### src/rtl/wake_timer_pkg.sv
// Package: shared defaults and types for the periodic wake-up timer.
// Assumes: the tap mask value is the period; callers keep it >= 2.
package wake_timer_pkg;
    localparam int                 WT_DEF_CW    = 14;
    localparam logic [WT_DEF_CW-1:0] WT_DEF_TAPS = 14'b11_1000_0100_0000;
    localparam int                 WT_DEF_PULSE = 14;

    typedef enum logic {
        WIN_IDLE = 1'b0,
        WIN_OPEN = 1'b1
    } win_state_e;
endpackage

### src/rtl/wake_divider.sv
// Module: wake_divider
// Binary tick divider with a sparse tap decode. The decode looks at the
// value the divider is about to take. When every tapped stage of that value
// is high, the divider loads zero instead and raises hit for that tick.
// Assumes: TAP_MASK has at least one bit set; adv_en qualifies every tick.
module wake_divider #(
    parameter int             CW       = 14,
    parameter logic [CW-1:0]  TAP_MASK = 14'b11_1000_0100_0000
) (
    input  logic clk,
    input  logic rst_n,
    input  logic adv_en,
    output logic hit
);
    logic [CW-1:0] cnt_q;
    logic [CW-1:0] cnt_nxt;
    logic [CW-1:0] tap_ok;
    logic          taps_nand;

    // Incremented value examined by the tap decode.
    assign cnt_nxt = cnt_q + CW'(1);

    // Per-stage tap gating: untapped stages always pass.
    for (genvar gi = 0; gi < CW; gi++) begin : g_tap
        if (TAP_MASK[gi]) begin : g_used
            assign tap_ok[gi] = cnt_nxt[gi];
        end else begin : g_free
            assign tap_ok[gi] = 1'b1;
        end
    end

    // Active-low all-taps-high decode, qualified by the tick enable.
    assign taps_nand = ~(&tap_ok);
    assign hit       = adv_en & ~taps_nand;

    // Divider state: advance on enabled ticks, clear on a tap match.
    always_ff @(posedge clk) begin
        if (!rst_n) begin
            cnt_q <= '0;
        end else if (adv_en) begin
            cnt_q <= taps_nand ? cnt_nxt : '0;
        end
    end
endmodule

### src/rtl/wake_oneshot.sv
// Module: wake_oneshot
// Fixed-length, non-retriggerable window. A trigger while idle opens the
// window for PULSE enabled ticks. Triggers while it is open are dropped.
// Assumes: PULSE >= 1; trig is already qualified by adv_en.
module wake_oneshot
    import wake_timer_pkg::*;
#(
    parameter int PULSE = 14
) (
    input  logic clk,
    input  logic rst_n,
    input  logic adv_en,
    input  logic trig,
    output logic pwr_en
);
    localparam int RW = (PULSE > 1) ? $clog2(PULSE) : 1;

    win_state_e    state_q;
    logic [RW-1:0] left_q;

    // Window sequencer: open on trigger, count down the remaining ticks.
    always_ff @(posedge clk) begin
        if (!rst_n) begin
            state_q <= WIN_IDLE;
            left_q  <= '0;
        end else if (adv_en) begin
            case (state_q)
                WIN_IDLE: begin
                    if (trig) begin
                        state_q <= WIN_OPEN;
                        left_q  <= RW'(PULSE - 1);
                    end
                end
                default: begin
                    if (left_q == '0) begin
                        state_q <= WIN_IDLE;
                    end else begin
                        left_q <= left_q - RW'(1);
                    end
                end
            endcase
        end
    end

    // Output decode of the window state.
    assign pwr_en = (state_q == WIN_OPEN);
endmodule

### src/rtl/wake_timer.sv
// Module: wake_timer (top)
// Periodic wake-up timer: the divider finds the interval end, a registered
// active-low strobe marks it, and a one-shot opens the power window.
// Assumes: clk is the slow base tick; the tap mask value is at least 2.
module wake_timer
    import wake_timer_pkg::*;
#(
    parameter int            CW          = WT_DEF_CW,
    parameter logic [CW-1:0] TAP_MASK    = WT_DEF_TAPS,
    parameter int            PULSE_TICKS = WT_DEF_PULSE
) (
    input  logic clk,
    input  logic rst_n,
    input  logic adv_en,
    output logic pwr_en,
    output logic interval_n
);
    logic hit;
    logic strobe_n_q;

    wake_divider #(
        .CW       (CW),
        .TAP_MASK (TAP_MASK)
    ) u_div (
        .clk    (clk),
        .rst_n  (rst_n),
        .adv_en (adv_en),
        .hit    (hit)
    );

    wake_oneshot #(
        .PULSE (PULSE_TICKS)
    ) u_win (
        .clk    (clk),
        .rst_n  (rst_n),
        .adv_en (adv_en),
        .trig   (hit),
        .pwr_en (pwr_en)
    );

    // Registered interval strobe, low for the one tick after a match.
    always_ff @(posedge clk) begin
        if (!rst_n) begin
            strobe_n_q <= 1'b1;
        end else begin
            strobe_n_q <= ~hit;
        end
    end

    assign interval_n = strobe_n_q;
endmodule

### config.mk
export PLATFORM = sky130hd
export DESIGN_NAME = wake_timer
export DESIGN_NICKNAME = d
export VERILOG_FILES = /design/src/rtl/wake_timer_pkg.sv /design/src/rtl/wake_divider.sv /design/src/rtl/wake_oneshot.sv /design/src/rtl/wake_timer.sv
export SDC_FILE = /design/constraint.sdc
export NUM_CORES = 1
export LEC_CHECK = 0
export BUFFER_PORTS_ARGS = -buffer_cell sky130_fd_sc_hd__clkbuf_2
export CAP_MARGIN = 10
export CELL_PAD_IN_SITES_DETAIL_PLACEMENT = 1
export CELL_PAD_IN_SITES_GLOBAL_PLACEMENT = 1
export CORE_MARGIN = 1.5
export CORE_UTILIZATION = 40
export CTS_BUF_LIST = sky130_fd_sc_hd__clkbuf_16
export CTS_CLUSTER_SIZE = 30
export DETAILED_ROUTE_END_ITERATION = 8
export PLACE_DENSITY_LB_ADDON = 0.3
export SETUP_SLACK_MARGIN = 0.15
export SLEW_MARGIN = 20
export SYNTH_ARGS = -nofsm -noshare
export SYNTH_HDL_FRONTEND = slang
export SYNTH_SLANG_ARGS = --single-unit
### constraint.sdc
create_clock -name clk -period 2.3 [get_ports clk]
set_input_delay 0.23 -clock clk [delete_from_list [all_inputs] [get_ports clk]]
set_output_delay 0.23 -clock clk [all_outputs]
set_load 0.02 [all_outputs]
# Word-level counts from Yosys, hierarchy flattened
# Index checks and enable logic that the tools add are counted.
[word_totals]
register_bits = 20
inputBits = 3
out_inout_bits = 2
[op_classes]
n_addsub = 2
eq_ne = 1
mux = 7
bitwise = 2
reduce_logical = 4
[op_table]
columns = ["op", "n"]
rows = [
  ["adder 14 x 1 -> 14 bit, second input constant", 1],
  ["2-to-1 mux 14 bit", 1],
  ["2-to-1 mux 4 bit", 3],
  ["zero test 4 bit", 1],
  ["AND reduction 4 bit", 1],
  ["subtractor 4 x 1 -> 4 bit, second input constant", 1],
  ["2-to-1 mux 1 bit", 3],
  ["AND reduction 3 bit", 1],
  ["inequality test 2 bit, second input constant", 1],
  ["nonzero test 2 bit", 1],
  ["bitwise AND 1 bit", 1],
  ["NOT 1 bit", 1],
]

# Logic depth before layout (Yosys ltp)
[depth]
word_depth = 5
depth_mapped = 7
depth_no_buf = 7

# Cells and area by module
# Synthesis repeated with hierarchy kept, for this count alone.
[hier_totals]
hier_cells = 126
hier_area_um2 = 1071.0
[by_module_without_submodules]
columns = ["module", "n_inst", "cells_per_inst", "area_per_inst_um2"]
rows = [
  ["wake_divider", 1, 95, 780.7],
  ["wake_oneshot", 1, 29, 266.5],
  ["wake_timer", 1, 2, 23.8],
]

# Worst setup path after synthesis
# No wires, ideal clock.
[synth_timing]
kind = "flip-flop to flip-flop"
start = "register u_div.cnt_q[2]"
end = "register u_win.left_q[0]"
setup_time_ns = 0.122
arrival_ns = 1.580
path_slack_ns = 0.598
stages_incl_launch_ff = 6
synth_period_minus_slack_ns = 1.702
cell_sequence = "dfxtp_1 -> nand3_1 -> o31a_1 -> o221ai_4 -> nor2_2 -> o311a_1"
[synth_via]
elab_chain_len = 5
[synth_lines]
columns = ["element", "line_no", "text"]
rows = [
  ["start: declaration", "wake_divider.sv:15", "logic [CW-1:0] cnt_q;"],
  ["start signal: assignment", "wake_divider.sv:41", "cnt_q <= taps_nand ? cnt_nxt : '0;"],
  ["adder 14 x 1 -> 14 bit", "wake_divider.sv:21", "assign cnt_nxt = cnt_q + CW'(1);"],
  ["AND reduction 4 bit", "wake_divider.sv:33", "assign taps_nand = ~(&tap_ok);"],
  ["bitwise AND 1 bit", "wake_divider.sv:34", "assign hit = adv_en & ~taps_nand;"],
  ["nonzero test 2 bit (no line)", "n/a", ""],
  ["AND reduction 3 bit (no line)", "n/a", ""],
  ["end signal: assignment", "wake_oneshot.sv:31", "left_q <= RW'(PULSE - 1);"],
  ["end signal: assignment", "wake_oneshot.sv:38", "left_q <= left_q - RW'(1);"],
  ["end: declaration", "wake_oneshot.sv:19", "logic [RW-1:0] left_q;"],
]
# No other way between the ends.
# A chain may end at the register's enable or synchronous reset.

# Worst setup path after layout
[layout_timing]
start = "register u_div.cnt_q[2]"
end = "register u_div.cnt_q[2]"
[layout_via]
elab_chain_len = 3
[layout_lines]
columns = ["element", "line_no"]
rows = [
  ["adder 14 x 1 -> 14 bit *", "wake_divider.sv:21"],
  ["AND reduction 4 bit", "wake_divider.sv:33"],
  ["2-to-1 mux 14 bit *", "wake_divider.sv:41"],
]
# Every way passes the cells marked *; elsewhere a longest branch is shown, timed or not.

==> key figures <==
Critical path
  • Buffers and inverters on the worst path: 1
  • Delay-heaviest family, CP: simple AND/OR/NAND/NOR gates
  • Setup crit end kind: flop
  • WP data arrival: 2100 ps
  • Critical Path Fanout Max: 7
  • Slowest stage delay, CP: 450 ps
  • Worst path depth: 6
  • Crit start category: flop
  • Worst reg-to-reg path cell count: 6
  • Slowest library cell on the worst path: dfxtp_1
  • Critical path data required time: 2450 ps
  • Crit-path cells: nand3_1 > nor4_2 > xnor2_2 > o31ai_4 > buf_4 > nor3b_1
  • Crit path kind: flop to flop

Yosys
  • Synth warn: 0
  • Asr flop ratio synth: 0%
  • Syn Std Cell Area: 1084 um2
  • Netlist cell types: 35
  • Commonest cells post-synth: 20 x dfxtp_1, 12 x nor2_1, 10 x nand3_1
  • EDFF count, synth: 0
  • Syn Inst Count: 127
  • Net count after synthesis: 132
  • Mean Syn Cell Area: 8.532 um2
  • Area contributors post-synth: dfxtp_1 37%, nand3_1 4.6%, nor2_1 4.2%, a21oi_1 3.7%, o21ai_0 3.2%
  • Most used DFF post-synth: dfxtp_1
  • Top-count cell post-synth: dfxtp_1
  • Top cell type's share of synthesized area: 36.95%
  • Dominant cell type by area after synthesis: dfxtp_1
  • Register area share after synthesis: 36.95%
  • Synth Register Bits: 20

Drt
  • DRC violation total after the first TritonRoute iteration: 7
  • Vias/cell: 6.024
  • DR vias: 988
  • DRT antenna net count: 0
  • Wirelength per Cell: 16.63 um
  • Drc violations: 0
  • Total wire length: 2.727 mm
  • Pre-antenna DRT Iters: 4

Cells and area
  • Diode count: 0
  • Fillcell total: 314
  • Area of the multi-input gates: 656.9 um2
  • Layout cell share with drive strength beyond 1: 13.43%
  • Final core occ: 48.96%
  • Fin cells: 164
  • Register area: 400.4 um2
  • Layout net count: 140
  • Area grow syn2layout: 13.97%
  • Final Instance Area: 1235 um2

Global route
  • Pin count of the biggest net entering global routing: 18
  • Initial antenna violation count: 0
  • First-pass GRT wire length: 4.264 mm
  • Total gr overflow: 0
  • GRT Util Overall: 20.27%
  • Vias in the first global route: 930

Clock tree
  • Clk root buf: clkbuf_16
  • Number of buffers created by CTS: 3
  • H-tree Lvls: 1
  • # clock sinks: 20
  • Worst-path clk slew: 60 ps
  • Worst skew pair latency: 250 ps
  • Clock Path Buffers: 2
  • CTS tree: built
  • Hold-fix buffers at CTS: 0

STA
  • Final setup violating endpoints: 0
  • Max Clock Skew: 1.169 ps
  • Slew @ Worst Pin: 535.2 ps
  • Period utilization: 85.09%
  • Tmin final: 1957 ps
  • Final Hold Fails: 0
  • Achievable frequency: 510.9 MHz
  • RSZ-0062 raised after global routing: false
  • Setup TNS: 0 ps
  • Relative slew slack: 63.94%
  • Final Max Slew Viols: 0

Die
  • Starting Density: 42.96%
  • Die W: 55.05 um
  • IO Pins: 5
  • FP Rows: 18
  • Core box area: 2522 um2
  • Die Area: 3030 um2
  • Die H: 55.05 um

Pwr
  • Power density over the cells: 611.8 nW/um2
  • Leakage power total: 0.4159 nW
  • Total power: 755.5 uW
  • Maximum VDD drop: 0.3453 mV

Outcome
  • Outcome: finished, final reports clean

Placed design
  • Area after DPL: 1141 um2
  • Port Buffers: 4
  • Hpwl dp: 1.941 mm
  • GPL Wtd Cong: 0.7563
  • Placed cell count: 159

Min path
  • Min-delay worst type: input pin to flop
  • Hold-critical path depth: 3

Flow run
  • Max Cap Viol: 0
-- layout make-up --
class                   count  share of cell area [%]
repair buffers              7                   3.445
clock inverters             1                  0.3040
clock buffers               3                   6.079
well taps                  30                   3.040
multi-input cells          98                   53.19
inverters                   5                   1.520
flip-flops and latches     20                   32.42
-- layer usage --
metal,up-vias,track usage (%),share of wire (%)
li1,481,-,-
met1,485,23.10,42
met2,17,36.11,54
met3,5,3.495,2.8
met4,0,10.16,1.7
met5,-,0,0
-- registers in the layout, summed over array words and instances, names as in the netlist --
signal and count:
u_div.cnt_q 14, interval_n 1, u_win.pwr_en 1, u_win.left_q 4
-- worst paths after layout --
check	from	to	slack (ps)
setup / recovery	u_div.cnt_q[2]$_SDFFE_PN0P_	u_div.cnt_q[2]$_SDFFE_PN0P_	340
hold / removal	adv_en	interval_n$_SDFF_PN1_	370
setup reg to reg	u_div.cnt_q[2]$_SDFFE_PN0P_	u_div.cnt_q[2]$_SDFFE_PN0P_	340
hold reg to reg	u_div.cnt_q[13]$_SDFFE_PN0P_	u_div.cnt_q[13]$_SDFFE_PN0P_	510
-- where the power goes --
part | leakage, nW | switching (mW) | internal (mW)
clock | 0.0385 | 0.131 | 0.232
combinational | 0.216 | 0.0255 | 0.0126
sequential | 0.161 | 0.00450 | 0.350
total | 0.416 | 0.162 | 0.594
-- what timing repair did --
item,CTS,global route
gates resized for setup,0,1
endpoints found under the setup margin,0,4
buffers inserted,0,1
-- cell families after synthesis --
kind of cell	count (synthesis)	share of synthesized area, %
buf+inv	9	3.118
flops	20	36.95
fa+ha+maj	2	2.309
simple gates	56	29.68
xor+xnor	7	5.658
compound gates	33	22.29
-- metrics by stage --
step           hold slack (ps)  worst slack [ps]
2_1_floorplan            383.0             598.2
3_3_place_gp             465.6             346.2
3_5_place_dp             483.1             305.6
4_1_cts                  370.8             291.5
5_1_grt                  393.2             166.7
6_report                 370.3             342.8
-- placed cells by master (no fill, tap or decap), types with 4 or more instances in the layout --
cell,n
xor2_1,4
nand2_1,9
clkbuf_2,4
nor3_1,6
o21ai_0,7
a21oi_1,8
nor2_1,12
dfxtp_1,20
inv_1,5
nand3_1,10
nand4_1,5
-- worst register-to-register path, cell delays in order, from the launching register on --
cell and delay, ps:
dfxtp_1 450, nand3_1 250, nor4_2 430, xnor2_2 200, o31ai_4 270, buf_4 190, nor3b_1 60
Power figures use the tool's default switching activity.
